File: src/rtl/rfs_pkg.sv
package rfs_pkg;
  typedef enum logic [2:0] {
    ST_IDLE, ST_CRATE, ST_TIME, ST_BOARD, ST_CHAN, ST_SHI, ST_SLO
  } rfs_state_e;

  typedef struct packed {
    logic [7:0] data;
    logic       sof;
    logic       eof;
  } rfs_beat_t;
endpackage

File: src/rtl/rfs_seq.sv
module rfs_seq
  import rfs_pkg::*;
#(
  parameter int N_BOARDS = 20,
  parameter int N_CHANS  = 16,
  parameter int TS_BYTES = 9,
  localparam int BW = (N_BOARDS > 1) ? $clog2(N_BOARDS) : 1,
  localparam int CW = (N_CHANS > 1) ? $clog2(N_CHANS) : 1,
  localparam int TW = (TS_BYTES > 1) ? $clog2(TS_BYTES) : 1
) (
  input  logic          clk_i,
  input  logic          rst_ni,
  input  logic          start_i,
  input  logic          step_i,
  output rfs_state_e    state_o,
  output logic [BW-1:0] board_o,
  output logic [CW-1:0] chan_o,
  output logic          last_entry_o
);
  localparam logic [BW-1:0] BoardLast = BW'(N_BOARDS - 1);
  localparam logic [CW-1:0] ChanLast  = CW'(N_CHANS - 1);
  localparam logic [TW-1:0] TimeLast  = TW'(TS_BYTES - 1);

  rfs_state_e    state_q;
  logic [BW-1:0] board_q;
  logic [CW-1:0] chan_q;
  logic [TW-1:0] tcnt_q;
  logic          chan_end, board_end;

  assign chan_end  = (chan_q == ChanLast);
  assign board_end = (board_q == BoardLast);

  always_ff @(posedge clk_i or negedge rst_ni) begin
    if (!rst_ni) begin
      state_q <= ST_IDLE;
      board_q <= '0;
      chan_q  <= '0;
      tcnt_q  <= '0;
    end else if (state_q == ST_IDLE) begin
      if (start_i) begin
        state_q <= ST_CRATE;
        board_q <= '0;
        chan_q  <= '0;
        tcnt_q  <= '0;
      end
    end else if (step_i) begin
      unique case (state_q)
        ST_CRATE: state_q <= ST_TIME;
        ST_TIME: begin
          if (tcnt_q == TimeLast) state_q <= ST_BOARD;
          else tcnt_q <= tcnt_q + 1'b1;
        end
        ST_BOARD: begin
          chan_q  <= '0;
          state_q <= ST_CHAN;
        end
        ST_CHAN: state_q <= ST_SHI;
        ST_SHI:  state_q <= ST_SLO;
        ST_SLO: begin
          if (!chan_end) begin
            chan_q  <= chan_q + 1'b1;
            state_q <= ST_CHAN;
          end else if (!board_end) begin
            board_q <= board_q + 1'b1;
            state_q <= ST_BOARD;
          end else begin
            state_q <= ST_IDLE;
          end
        end
        default: state_q <= ST_IDLE;
      endcase
    end
  end

  assign state_o      = state_q;
  assign board_o      = board_q;
  assign chan_o       = chan_q;
  assign last_entry_o = (state_q == ST_SLO) && chan_end && board_end;
endmodule

File: src/rtl/rfs_payload.sv
module rfs_payload
  import rfs_pkg::*;
#(
  parameter int TS_BYTES = 9,
  parameter int SAMPLE_W = 14,
  parameter int BW       = 5,
  parameter int CW       = 4,
  localparam int TSW     = TS_BYTES * 8
) (
  input  logic                clk_i,
  input  logic                rst_ni,
  input  logic                load_i,
  input  logic [TSW-1:0]      ts_i,
  input  logic [7:0]          crate_i,
  input  logic                step_i,
  input  rfs_state_e          state_i,
  input  logic [BW-1:0]       board_i,
  input  logic [CW-1:0]       chan_i,
  input  logic                last_entry_i,
  input  logic [SAMPLE_W-1:0] sample_i,
  output logic                fetch_req_o,
  output logic                beat_valid_o,
  output rfs_beat_t           beat_o
);
  logic [7:0]          crate_q;
  logic [TSW-1:0]      ts_q;
  logic [SAMPLE_W-1:0] smp_q;
  logic [15:0]         smp_ext;

  assign fetch_req_o = step_i && (state_i == ST_CHAN);
  assign smp_ext     = 16'(smp_q);

  always_ff @(posedge clk_i or negedge rst_ni) begin
    if (!rst_ni) begin
      crate_q <= '0;
      ts_q    <= '0;
      smp_q   <= '0;
    end else begin
      if (load_i) begin
        crate_q <= crate_i;
        ts_q    <= ts_i;
      end
      // timestamp leaves MSB first: shift consumed byte out the top
      if (step_i && state_i == ST_TIME) ts_q <= {ts_q[TSW-9:0], 8'h00};
      if (fetch_req_o) smp_q <= sample_i;
    end
  end

  always_comb begin
    beat_o       = '0;
    beat_valid_o = (state_i != ST_IDLE);
    unique case (state_i)
      ST_CRATE: begin
        beat_o.data = crate_q;
        beat_o.sof  = 1'b1;
      end
      ST_TIME:  beat_o.data = ts_q[TSW-1 -: 8];
      ST_BOARD: beat_o.data = 8'(board_i);
      ST_CHAN:  beat_o.data = 8'(chan_i);
      ST_SHI:   beat_o.data = smp_ext[15:8];
      ST_SLO: begin
        beat_o.data = smp_ext[7:0];
        beat_o.eof  = last_entry_i;
      end
      default:  beat_o = '0;
    endcase
  end
endmodule

File: src/rtl/rfs_out.sv
module rfs_out
  import rfs_pkg::*;
(
  input  logic      clk_i,
  input  logic      rst_ni,
  input  logic      in_valid_i,
  input  rfs_beat_t in_beat_i,
  output logic      in_take_o,
  output logic      tx_valid_o,
  input  logic      tx_ready_i,
  output rfs_beat_t tx_beat_o
);
  logic      valid_q;
  rfs_beat_t beat_q;
  logic      open_slot;

  assign open_slot = !valid_q || tx_ready_i;
  assign in_take_o = in_valid_i && open_slot;

  always_ff @(posedge clk_i or negedge rst_ni) begin
    if (!rst_ni) begin
      valid_q <= 1'b0;
      beat_q  <= '0;
    end else if (open_slot) begin
      valid_q <= in_valid_i;
      if (in_valid_i) beat_q <= in_beat_i;
    end
  end

  assign tx_valid_o = valid_q;
  assign tx_beat_o  = beat_q;
endmodule

File: src/rtl/rfs_frame_serializer.sv
module rfs_frame_serializer
  import rfs_pkg::*;
#(
  parameter int N_BOARDS = 20,
  parameter int N_CHANS  = 16,
  parameter int TS_BYTES = 9,
  parameter int SAMPLE_W = 14,
  localparam int TSW = TS_BYTES * 8,
  localparam int BW  = (N_BOARDS > 1) ? $clog2(N_BOARDS) : 1,
  localparam int CW  = (N_CHANS > 1) ? $clog2(N_CHANS) : 1
) (
  input  logic                clk_i,
  input  logic                rst_ni,
  input  logic                frame_start_i,
  input  logic [TSW-1:0]      timestamp_i,
  input  logic [7:0]          crate_id_i,
  output logic                fetch_req_o,
  output logic [7:0]          fetch_board_o,
  output logic [7:0]          fetch_chan_o,
  input  logic [SAMPLE_W-1:0] sample_i,
  output logic [7:0]          tx_data_o,
  output logic                tx_valid_o,
  input  logic                tx_ready_i,
  output logic                tx_sof_o,
  output logic                tx_eof_o,
  output logic                overrun_o
);
  rfs_state_e    state;
  logic [BW-1:0] board;
  logic [CW-1:0] chan;
  logic          last_entry, step, busy, start_ok, beat_valid;
  logic          overrun_q;
  rfs_beat_t     beat, tx_beat;

  assign busy     = (state != ST_IDLE) || tx_valid_o;
  assign start_ok = frame_start_i && !busy;

  always_ff @(posedge clk_i or negedge rst_ni) begin
    if (!rst_ni) overrun_q <= 1'b0;
    else if (frame_start_i && busy) overrun_q <= 1'b1;
  end

  rfs_seq #(
    .N_BOARDS(N_BOARDS), .N_CHANS(N_CHANS), .TS_BYTES(TS_BYTES)
  ) u_seq (
    .clk_i, .rst_ni,
    .start_i(start_ok), .step_i(step),
    .state_o(state), .board_o(board), .chan_o(chan),
    .last_entry_o(last_entry)
  );

  rfs_payload #(
    .TS_BYTES(TS_BYTES), .SAMPLE_W(SAMPLE_W), .BW(BW), .CW(CW)
  ) u_payload (
    .clk_i, .rst_ni,
    .load_i(start_ok), .ts_i(timestamp_i), .crate_i(crate_id_i),
    .step_i(step), .state_i(state), .board_i(board), .chan_i(chan),
    .last_entry_i(last_entry), .sample_i,
    .fetch_req_o, .beat_valid_o(beat_valid), .beat_o(beat)
  );

  rfs_out u_out (
    .clk_i, .rst_ni,
    .in_valid_i(beat_valid), .in_beat_i(beat), .in_take_o(step),
    .tx_valid_o, .tx_ready_i, .tx_beat_o(tx_beat)
  );

  assign fetch_board_o = 8'(board);
  assign fetch_chan_o  = 8'(chan);
  assign tx_data_o     = tx_beat.data;
  assign tx_sof_o      = tx_beat.sof;
  assign tx_eof_o      = tx_beat.eof;
  assign overrun_o     = overrun_q;
endmodule

File: config.mk
export PLATFORM = sky130hd
export DESIGN_NAME = rfs_frame_serializer
export DESIGN_NICKNAME = d
export VERILOG_FILES = /design/src/rtl/rfs_pkg.sv /design/src/rtl/rfs_seq.sv /design/src/rtl/rfs_payload.sv /design/src/rtl/rfs_out.sv /design/src/rtl/rfs_frame_serializer.sv
export SDC_FILE = /design/constraint.sdc
export NUM_CORES = 1
export LEC_CHECK = 0
export ABC_AREA = 0
export CORE_ASPECT_RATIO = 0.6
export CORE_MARGIN = 2
export CORE_UTILIZATION = 63
export DETAILED_ROUTE_END_ITERATION = 6
export DONT_BUFFER_PORTS = 1
export PLACE_DENSITY = 0.78
export SLEW_MARGIN = 20
export SYNTH_ARGS = -nofsm -noshare
export SYNTH_HDL_FRONTEND = slang
export SYNTH_SLANG_ARGS = --single-unit
File: constraint.sdc
create_clock -name clk_i -period 2.6 [get_ports clk_i]
set_clock_uncertainty 0.1 [all_clocks]
set_input_delay 0.39 -clock clk_i [delete_from_list [all_inputs] [get_ports clk_i]]
set_output_delay 0.39 -clock clk_i [all_outputs]
set_load 0.02 [all_outputs]
---- Word level (Yosys, flattened, before mapping) ----
Index checks and enable logic that the tools add are counted.
storage, ports and cells
  register bits ........................... 122
  input bits .............................. 98
  output and inout bits ................... 29
  word-level logic and storage cells ...... 80
operators by class
  add/subtract/negate cells ............... 3
  equal/unequal tests ..................... 14
  mux-type cells .......................... 27
  reductions and logical operators ........ 24
operator list
  cell                 count
  $mux 72              2
  $pmux 8 s6           1
  $mux 4               8
  $mux 5               6
  $pmux 3 s6           1
  $mux 3               5
  $reduce_bool 2->1    5
  $eq 3x3->1 const B   3
  $add 4x1->4 const B  2
  $eq 4x4->1 const B   2
  $pmux 4 s2           1
  $reduce_and 4->1     2
  $logic_and 1x1->1    7
  $eq 3x2->1 const B   2
  $ne 3x3->1 const B   2
  $reduce_bool 3->1    2
  $add 5x1->5 const B  1
  $eq 5x5->1 const B   1
  $reduce_and 5->1     1
  $ne 2x2->1 const B   2
  $eq 3x1->1 const B   1
  $logic_not 3->1      1
  $reduce_and 3->1     1
  $logic_not 1->1      2
  other kinds (5)      7

---- Depth between registers and ports, before layout ----
Gate-level depths: netlist (run 1).
  depth in word-level cells ............... 6
  gate-level depth with buffers ........... 8
  gate-level depth less buffers ........... 6

---- Modules after synthesis ----
From an unflattened synthesis (run 1), not the netlist that was laid out.
second synthesis, totals
  cell total of the unflattened synthesis .. 546
  area total of the unflattened synthesis .. 6,050.8 um^2
by module, submodules not included
  module                instances  cells an instance  area each (um^2)  seq. area each (um^2)
  rfs_payload           1          401                4,478.0           2,352.3
  rfs_seq               1          106                997.2             400.4
  rfs_out               1          26                 464.2             275.3
  rfs_frame_serializer  1          13                 111.4             25.0

---- Least setup slack after synthesis (run 1) ----
OpenSTA, ideal clock, no wires.
  path type ............................... flip-flop to flip-flop
  start point ............................. register u_seq.chan_q[0] (netlist: u_seq.chan_o[0])
  end point ............................... register u_seq.board_q[4] (netlist: u_seq.board_o[4])
  setup time .............................. 0.077 ns
  data arrival time ....................... 1.830 ns
  required time ........................... 2.423 ns
  setup slack ............................. 0.592 ns
  cell stages (with the launch flop) ...... 6
  path buffers ............................ 0
  clock period less this slack ............ 2.008 ns
  cells stage by stage .................... dfrtp_1 > ha_1 > nand3_1 > or4_4 > or3_1 > a21oi_1
on the way
  cells in the longest elaborated chain, start to end .. 3
ends and longest elaborated chain
  item                                line           source
  start, declared                     rfs_seq.sv:26  logic [CW-1:0] chan_q;
  start signal, assigned              rfs_seq.sv:61  chan_q <= chan_q + 1'b1;
  $eq 4x4->1                          rfs_seq.sv:30  assign chan_end = (chan_q == ChanLast);
  $reduce_bool 2->1 (no source line)  -
  $reduce_and 5->1 (no source line)   -
  end signal, assigned                rfs_seq.sv:64  board_q <= board_q + 1'b1;
  end, declared                       rfs_seq.sv:25  logic [BW-1:0] board_q;
Every way passes these cells.
A chain may end at the register's enable or synchronous reset.

---- Worst setup path in the final report (run 1) ----
  start point ............................. register u_seq.state_q[1] (netlist: u_seq.state_o[1])
  end point ............................... output fetch_req_o
on the way
  cells in the longest elaborated chain, start to end .. 3
  elaborated cells on any way between the ends .. 4
  classes of those cells .................. eq/ne: 1; reduce/logical: 3
ends and longest elaborated chain
  item                    line                        source
  start, declared         rfs_seq.sv:24               rfs_state_e state_q;
  start signal, assigned  rfs_seq.sv:35               state_q <= ST_IDLE;
  start signal, assigned  rfs_seq.sv:41               state_q <= ST_CRATE;
  start signal, assigned  rfs_seq.sv:48               ST_CRATE: state_q <= ST_TIME;
  $reduce_bool 3->1       rfs_payload.sv:51           beat_valid_o = (state_i != ST_IDLE);
  $logic_and 1x1->1       rfs_out.sv:18               assign in_take_o = in_valid_i && open_slot;
  $logic_and 1x1->1 (*)   rfs_payload.sv:30           assign fetch_req_o = step_i && (state_i == ST_CHAN);
  end, declared           rfs_frame_serializer.sv:17  output logic fetch_req_o,
Every way passes the cells marked *; elsewhere a longest branch is shown, timed or not.

==> results of run 1 <==
layout make-up:
| class | instances | area [um2] |
|---|---|---|
| clock inverter | 13 | 168 |
| clock buffer | 19 | 453 |
| timing repair buffer | 31 | 325 |
| multi-input combinational | 401 | 2540 |
| fill | 626 | 2370 |
| tap | 116 | 145 |
| inverter | 8 | 30.0 |
| sequential | 122 | 3050 |
layer usage:
layer / global-route usage / wire length (um) / up-vias / share of wire
met4: 0.123 / 325 / 0 / 0.023
met2: 0.423 / 6340 / 214 / 0.44
li1: - / - / 2017 / -
met3: 0.0873 / 1280 / 35 / 0.089
met5: 0 / 0 / - / 0
met1: 0.430 / 6310 / 2169 / 0.44
sequential cells by signal, indices dropped and copies added (netlist names):
register,flops
u_payload.ts_q,72
u_payload.smp_q,14
u_out.tx_beat_o,10
u_payload.crate_q,8
u_seq.board_o,5
u_seq.chan_o,4
u_seq.tcnt_q,4
u_seq.state_o,3
overrun_o,1
u_out.tx_valid_o,1
kinds of logic (layout without fill, tap and decap cells):
logic type / Yosys count / after routing / synth area share
AOI/OAI and AO/OA: 129 / 129 / 0.132
xor gates and xnor gates: 1 / 1 / 0.00150
adders and majority gates: 4 / 4 / 0.00857
buffers and inverters: 53 / 71 / 0.0471
DFF: 122 / 122 / 0.522
muxes: 89 / 89 / 0.156
other: 1 / 7 / 0.000642
and+or+nand+nor: 171 / 171 / 0.132
worst max path at each step:
stage / start / endpoint / slack (ns) / depth (start not counted)
floorplan: u_seq.chan_o[0] / u_seq.board_o[4] / 0.59 / 5
global placement: u_seq.state_o[1] / u_payload.ts_q[59] / 0.46 / 5
detailed placement: u_seq.state_o[1] / u_payload.ts_q[27] / 0.36 / 5
CTS: u_seq.state_o[1] / fetch_req_o / 0.16 / 3
global route: u_seq.state_o[1] / fetch_req_o / 0.02 / 3
finish: u_seq.state_o[1] / fetch_req_o / 0.16 / 3
where the power goes:
group / internal (uW) / switching [uW] / leakage [uW]
logic: 861 / 1040 / 0.000994
registers: 2590 / 683 / 0.00161
clock network: 1570 / 891 / 0.000300
total: 5020 / 2610 / 0.00290
placed cells by master, fill, tap and decap left out, types with 5 or more instances in the layout:
master         Yosys  final
nand2_1          125    125
dfrtp_1          122    122
mux2i_1           73     73
o21ai_0           63     63
a21oi_1           18     18
clkbuf_16          0     17
buf_4             14     14
o21ai_1           13     13
dlygate4sd3_1      0     12
mux2_1             9      9
inv_1              8      8
mux2_2             7      7
conb_1             1      7
nor2_1             6      6
nor2b_1            5      5
nand3_1            5      5
nand4_1            5      5
a22o_1             5      5
buf_12             0      5
through the flow:
step,power [uW],utilization
final,7630,0.739
after global routing,8030,0.739
after CTS,7620,0.739
after detailed placement,5120,0.658
after global placement,5000,0.658
after floorplan,4520,-
==> run metrics, run 1 <==
Clock transition at path regs=0.06 ns; Total GRT Usage=0.298; share of post-route cells with drive strength above 1=0.108; fraction of registers with async set/reset=1.00; MaxCap Viol Count=0; achievable clock frequency=410 MHz; Synthesis Warnings=0; #FFs+latches synth=122; Crit path largest cell delay=0.62 ns; root buf cell=clkbuf_16; Finish-stage setup viols=0; R2R Setup Slk=0.35 ns; Clock Tree Buf Depth=2; post-route setup slack=0.164 ns; launching element type of the critical path=flip-flop; initial antenna violation count=0; Final #Nets=683; Tcrit/Tclk final=0.937; buffers and inverters on the worst path=1; Skew-Pair Late Insertion Delay=0.42 ns; final non-filler cell area=6720 um2; WL per Instance=20.1 um; DIE HEIGHT=78.6 um; synthesized area per cell=10.3 um2; drt total wl=14300 um; Place WS=0.362 ns; clock sink count=122; Antenna Violating Nets Remaining=0; Setup CP Type=flip-flop to output port; Initial Utilization=0.643; r2r endpoint=u_payload.ts_q[27]; vias per cell=6.25; DR DRC count=0; die outline area=10100 um2; CTS tree=yes; Detailed Route Iter0 Violations=407; Die X=128 um; H-Tree Depth=4; Congestion Overflow GR=0; Max transition margin=0.436; Slew @ Worst Pin=0.842 ns; Post-Place Cell Area=5980 um2; maximum VDD drop=0.779 mV; most numerous cell in the Yosys netlist=nand2_1; Leakage=0.00290 uW; dpl hpwl=9810 um; worst-path maximum fanout=20; DR pass1 iterations=5; critical-path cell list=and2b_1 > nand3_2 > inv_1; Rows=27; Distinct cells, synth=51; CTS buffer count=17; Slew Viols, Final=0; post_cts resized=0; Seq/Total Area, Yosys=0.522; buffers added on ports=0; crit end category=output port; worst min-delay path class=primary input to asynchronous set/reset pin; Hold Buf Count CTS=12; Largest delay share family, worst path=simple AND/OR/NAND/NOR gates; Min Hold Slack=-0.431 ns; Post-synth top cells=125 x nand2_1, 122 x dfrtp_1, 73 x mux2i_1, 63 x o21ai_0, 18 x a21oi_1; Cell Pwr Density=1140 nW/um2; Final Non-Filler Cells=710; synth top area cells=dfrtp_1 52%, mux2i_1 13%, nand2_1 8.0%, o21ai_0 5.4%, buf_4 1.8%; setup TNS=0 ns; RSZ-0062 raised after global routing=false; first-pass GRT wire length=22700 um; vias in the first global route=4349; predominant post-synthesis flop cell=dfrtp_1; crit path DAT=1.95 ns; cell taking the most area after synthesis=dfrtp_1; post-CTS setup buffers=0; Placed Cells=666; Core Area=9090 um2; Slowest cell on crit path=dfrtp_1; # diodes=0; share of the synthesized area in the top cell type=0.522; minimum clock period after layout=2.44 ns; final hold violations=122; EDFF count, synth=0; r2r worst-path depth=5; mapped cell area=5840 um2; status=finished, violations left; Area growth syn-to-layout=14.9%; vias=4435; pin count of the biggest net entering global routing=123; RD Place Congestion=0.867; Worst EP required=2.11 ns; Gate Count Post-Synth=570; Worst R2R Start=u_seq.state_o[1]; failing checks=negative hold slack; # IOs=127
No activity file was read; power rests on OpenSTA's default activity.
==> inputs of run 2 (changes only) <==
--- a/config.mk
+++ b/config.mk
@@ -8,11 +8,12 @@
 export ABC_AREA = 0
 export CORE_ASPECT_RATIO = 0.6
 export CORE_MARGIN = 2
-export CORE_UTILIZATION = 63
+export CORE_UTILIZATION = 64
 export DETAILED_ROUTE_END_ITERATION = 6
 export DONT_BUFFER_PORTS = 1
-export PLACE_DENSITY = 0.78
+export PLACE_DENSITY = 0.79
 export SLEW_MARGIN = 20
 export SYNTH_ARGS = -nofsm -noshare
 export SYNTH_HDL_FRONTEND = slang
+export SYNTH_HIERARCHICAL = 1
 export SYNTH_SLANG_ARGS = --single-unit
==> run 2 against run 1 <==
The flow still finishes with violations (negative hold slack). Register-to-register slack got worse by 0.12 ns. Synthesized area grew 3.6%. Fmax down 1.7%. Combinational power rose by 22%. Critical path depth rose by 3. Clock power down 3%. Die area grew 1.9%. Synthesized cell count fell by 4.2%. Sequential share of layout area shrank 0.068 points. Critical path type unchanged. First-iteration DRC count decreased by 6.9%.
==> run metrics, run 2 <==
Rows=27; H-Tree Depth=4; Tot Pwr=8060 uW; Total GRT Usage=0.290; most common cell after layout, fill and taps aside=dfrtp_1; fill count=657; crit path DAT=1.99 ns; Detailed Route Iter0 Violations=379; EDFF count, synth=0; Leakage=0.00285 uW; clock sink count=122; crit end category=output port; Placed Cells=654; vias in the first global route=4117; Largest register FFs=72; worst min-delay path class=primary input to asynchronous set/reset pin; status=finished, violations left; commonest cells after routing, fill and taps aside=122 x dfrtp_1, 85 x mux2i_1, 78 x nand2_1; achievable clock frequency=404 MHz; Clock Tree Buf Depth=2; launching element type of the critical path=flip-flop; most numerous cell in the Yosys netlist=dfrtp_1; RSZ-0062 raised after global routing=false; Worst R2R Start=u_out/tx_valid_o; Hold Buf Count CTS=1; vias=4186; final non-filler cell area=6730 um2; Gate Count Post-Synth=546; Slew Viols, Final=0; Antenna Violating Nets Remaining=0; share of post-route cells with drive strength above 1=0.156; Slowest cell on crit path=dfrtp_1; Initial Utilization=0.658; post_cts resized=0; dpl hpwl=9530 um; Post-Place Cell Area=6110 um2; Worst EP required=2.11 ns; DIE HEIGHT=79.3 um; die outline area=10300 um2; Post-synth top cells=122 x dfrtp_1, 85 x mux2i_1, 78 x nand2_1, 41 x o21ai_1, 31 x o21ai_0; buffers added on ports=0; drt total wl=14100 um; Crit path largest cell delay=0.49 ns; minimum clock period after layout=2.48 ns; RD Place Congestion=0.879; Top reg by flops=u_payload/ts_q; predominant post-synthesis flop cell=dfrtp_1; MaxCap Viol Count=0; Cell Pwr Density=1200 nW/um2; Area growth syn-to-layout=11.2%; share of the synthesized area in the top cell type=0.505; Min Hold Slack=-0.428 ns; # IOs=127; setup TNS=0 ns; r2r endpoint=u_seq/chan_o[1]; worst-path maximum fanout=6; pin count of the biggest net entering global routing=123; Die X=130 um; Slew @ Worst Pin=0.584 ns; post-CTS setup buffers=0; Setup CP Type=flip-flop to output port; DR DRC count=0; Congestion Overflow GR=0; Max transition margin=0.610; critical-path cell list=or3_1 > nand2_2 > inv_1 > nand2_1 > nor3_4 > buf_12; Core Area=9190 um2; synth top area cells=dfrtp_1 50%, mux2i_1 14%, nand2_1 4.8%, mux2_2 3.5%, o21ai_1 3.4%; cell taking the most area after synthesis=dfrtp_1; CTS buffer count=17; R2R Setup Slk=0.23 ns; Final #Nets=646; DR pass1 iterations=5; final hold violations=122; r2r worst-path depth=5; mapped cell area=6050 um2; Finish-stage setup viols=0; root buf cell=clkbuf_16; synthesized area per cell=11.1 um2; WL per Instance=20.5 um; maximum VDD drop=0.716 mV; Seq/Total Area, Yosys=0.505; Final Non-Filler Cells=687; # diodes=0; fraction of registers with async set/reset=1.00; Clock transition at path regs=0.05 ns; Distinct cells, synth=59; first-pass GRT wire length=22200 um; Skew-Pair Late Insertion Delay=0.41 ns; initial antenna violation count=0; #FFs+latches synth=122; Tcrit/Tclk final=0.953; vias per cell=6.09; Synthesis Warnings=6; CTS tree=yes; failing checks=negative hold slack
## run 2: power breakdown
part | switching [uW] | leakage (uW) | internal (uW)
clock | 844 | 0.000292 | 1550
combinational | 1250 | 0.000948 | 1070
sequential | 652 | 0.00161 | 2690
## run 2: metrics by stage
step	setup slack, ns	utilization
floorplan	0.169	-
global placement	0.322	0.665
detailed placement	0.241	0.665
CTS	0.144	0.732
global route	0.00584	0.732
finish	0.122	0.732
## run 2: cells by family after synthesis
logic type                 Yosys count  synth area share
AOI/OAI and AO/OA                   99            0.0918
adders and majority gates            4           0.00827
buffers and inverters               57            0.0560
DFF                                122             0.505
muxes                              124             0.221
other                                1          0.000620
and+or+nand+nor                    139             0.118
## run 2: worst max-delay path by stage
stage	start	to	slack, ns	cells past startpoint
4_1_cts	u_seq/state_o[2]	fetch_req_o	0.14	6
6_report	u_seq/state_o[2]	fetch_req_o	0.12	6
3_3_place_gp	u_out/tx_valid_o	u_seq/state_o[0]	0.32	6
3_5_place_dp	u_out/tx_valid_o	u_seq/chan_o[1]	0.24	5
5_1_grt	u_seq/state_o[2]	fetch_req_o	0.006	6
2_1_floorplan	u_seq/state_o[2]	u_payload/smp_q[10]	0.17	10
## run 2: final cells by class
class	instances	area [um2]	share of cell area
Inverter	12	45.0	0.00670
Multi-Input combinational cell	373	2690	0.400
Tap cell	130	163	0.0242
Timing Repair Buffer	18	175	0.0260
Sequential cell	122	3050	0.454
Clock buffer	20	457	0.0679
Clock inverter	12	146	0.0218
## run 2: worst max-delay path, delay by kind of cell, from the launching register on
family / cells / cell delay, ns
simple gates: 4 / 0.75
flops: 1 / 0.49
buf+inv: 2 / 0.34
## run 2: layer usage
layer | global-route usage | wire length, um | vias up
li1 | - | - | 1916
met1 | 0.420 | 6410 | 2075
met2 | 0.415 | 6160 | 176
met3 | 0.0910 | 1300 | 19
met4 | 0.0978 | 187 | 0
met5 | 0 | 0 | -
==> inputs of run 3 (changes only) <==
--- a/config.mk
+++ b/config.mk
@@ -12,6 +12,7 @@
 export DETAILED_ROUTE_END_ITERATION = 6
 export DONT_BUFFER_PORTS = 1
 export PLACE_DENSITY = 0.79
+export SETUP_SLACK_MARGIN = 0.3
 export SLEW_MARGIN = 20
 export SYNTH_ARGS = -nofsm -noshare
 export SYNTH_HDL_FRONTEND = slang
==> run 3 against run 2 <==
The run still ends with negative hold slack left. Setup slack improved by 0.21 ns. Wire length is 2.6% higher. Cell count increased by 0.73%. Largest power group unchanged.
==> run metrics, run 3 (synthesis results as in run 2) <==
Tcrit/Tclk final=0.874; multi-input logic area=2710 um2; maximum VDD drop=0.804 mV; drt total wl=14400 um; Clock transition at path regs=0.05 ns; root buf cell=clkbuf_16; Initial Utilization=0.658; Area growth syn-to-layout=14.0%; die outline area=10300 um2; Finish-stage setup viols=0; Rows=27; status=finished, violations left; minimum clock period after layout=2.27 ns; Worst EP required=2.11 ns; crit path DAT=1.78 ns; vias=4257; final hold violations=122; crit path from=u_seq/state_o[2]; Reg area=3060 um2; dpl hpwl=9330 um; RD Place Congestion=0.914; pin count of the biggest net entering global routing=123; # IOs=127; fill count=621; H-Tree Depth=4; worst min-delay path class=primary input to asynchronous set/reset pin; Clock Tree Buf Depth=2; achievable clock frequency=440 MHz; DR DRC count=0; Cell Pwr Density=1200 nW/um2; initial antenna violation count=2; Worst R2R Start=u_seq/state_o[2]; Core Area=9190 um2; Skew-Pair Late Insertion Delay=0.41 ns; CTS buffer count=17; Leakage=0.00292 uW; vias in the first global route=4133; crit end category=output port; Die X=130 um; Min Hold Slack=-0.422 ns; r2r worst-path depth=6; Slew Viols, Final=0; vias per cell=6.15; buffers added on ports=0; launching element type of the critical path=flip-flop; setup TNS=0 ns; share of post-route cells with drive strength above 1=0.170; Top reg by flops=u_payload/ts_q; Max transition margin=0.649; Place WS=0.268 ns; Detailed Route Iter0 Violations=487; clock sink count=122; Tot Pwr=8290 uW; Slew @ Worst Pin=0.522 ns; failing checks=negative hold slack; Setup CP Type=flip-flop to output port; Final #Nets=649; most common cell after layout, fill and taps aside=dfrtp_1; post-route setup slack=0.328 ns; Largest register FFs=72; CTS tree=yes; DR pass1 iterations=5; worst-path maximum fanout=4; commonest cells after routing, fill and taps aside=120 x dfrtp_1, 85 x mux2i_1, 77 x nand2_1; RSZ-0062 raised after global routing=true; Congestion Overflow GR=0; Antenna Violating Nets Remaining=0; Total GRT Usage=0.296; MaxCap Viol Count=0; DIE HEIGHT=79.3 um; WL per Instance=20.8 um; first-pass GRT wire length=22400 um
==> run 3: per-layer routing <==
layer / track usage / vias up / wire (um)
met5: 0 / - / 0
met4: 0.108 / 0 / 197
met3: 0.111 / 23 / 1330
met2: 0.415 / 174 / 6300
met1: 0.423 / 2134 / 6600
li1: - / 1926 / -
==> run 3: cell type report <==
class | count | share of cell area
Clock buffer | 25 | 0.0733
Clock inverter | 7 | 0.0196
Tap cell | 130 | 0.0236
Multi-Input combinational cell | 373 | 0.393
Antenna cell | 2 | 0.000726
Sequential cell | 122 | 0.443
Timing Repair Buffer | 21 | 0.0385
Inverter | 12 | 0.00835
==> run 3: worst paths after layout <==
path,slack [ns],to
worst min register to register,0.38,u_payload/ts_q[31]
min in group clk_i,0.02,u_payload/smp_q[11]
max in group asynchronous,2.63,u_out/tx_valid_o
worst max-delay path,0.33,fetch_req_o
worst max register to register,0.34,u_seq/chan_o[1]
worst min-delay path,-0.42,u_payload/smp_q[8]
==> run 3: per-stage QoR <==
step | util | cell area [um2] | cells | hold slack [ns]
floorplan | - | 6100 | 552 | -0.00559
global placement | 0.666 | 6120 | 651 | -0.00315
detailed placement | 0.666 | 6120 | 651 | -0.00303
CTS | 0.745 | 6850 | 687 | -0.437
global route | 0.750 | 6900 | 692 | -0.443
finish | 0.750 | 6900 | 692 | -0.422
==> run 3: repair_timing <==
item / 4_1_cts / 5_1_grt
pin swaps: 0 / 3
buffers inserted: 3 / 3
hold endpoints to repair: 122 / 122
setup endpoints to repair: 3 / 2
cloned: 1 / 0
gates resized for setup: 8 / 6
==> run 3: worst max-delay path: stages, from the launching register on <==
cell      delay [ns]
dfrtp_2         0.42
or3_4           0.41
nand2_4         0.11
clkinv_8        0.05
nand2_4         0.06
nor3_4          0.04
buf_12          0.15
buf_12          0.12
==> run 3: report_power, final <==
part	leakage, uW	internal, uW	switching [uW]
Combinational	0.000998	1140	1310
Clock	0.000317	1730	795
Sequential	0.00160	2690	629
Total	0.00292	5560	2730
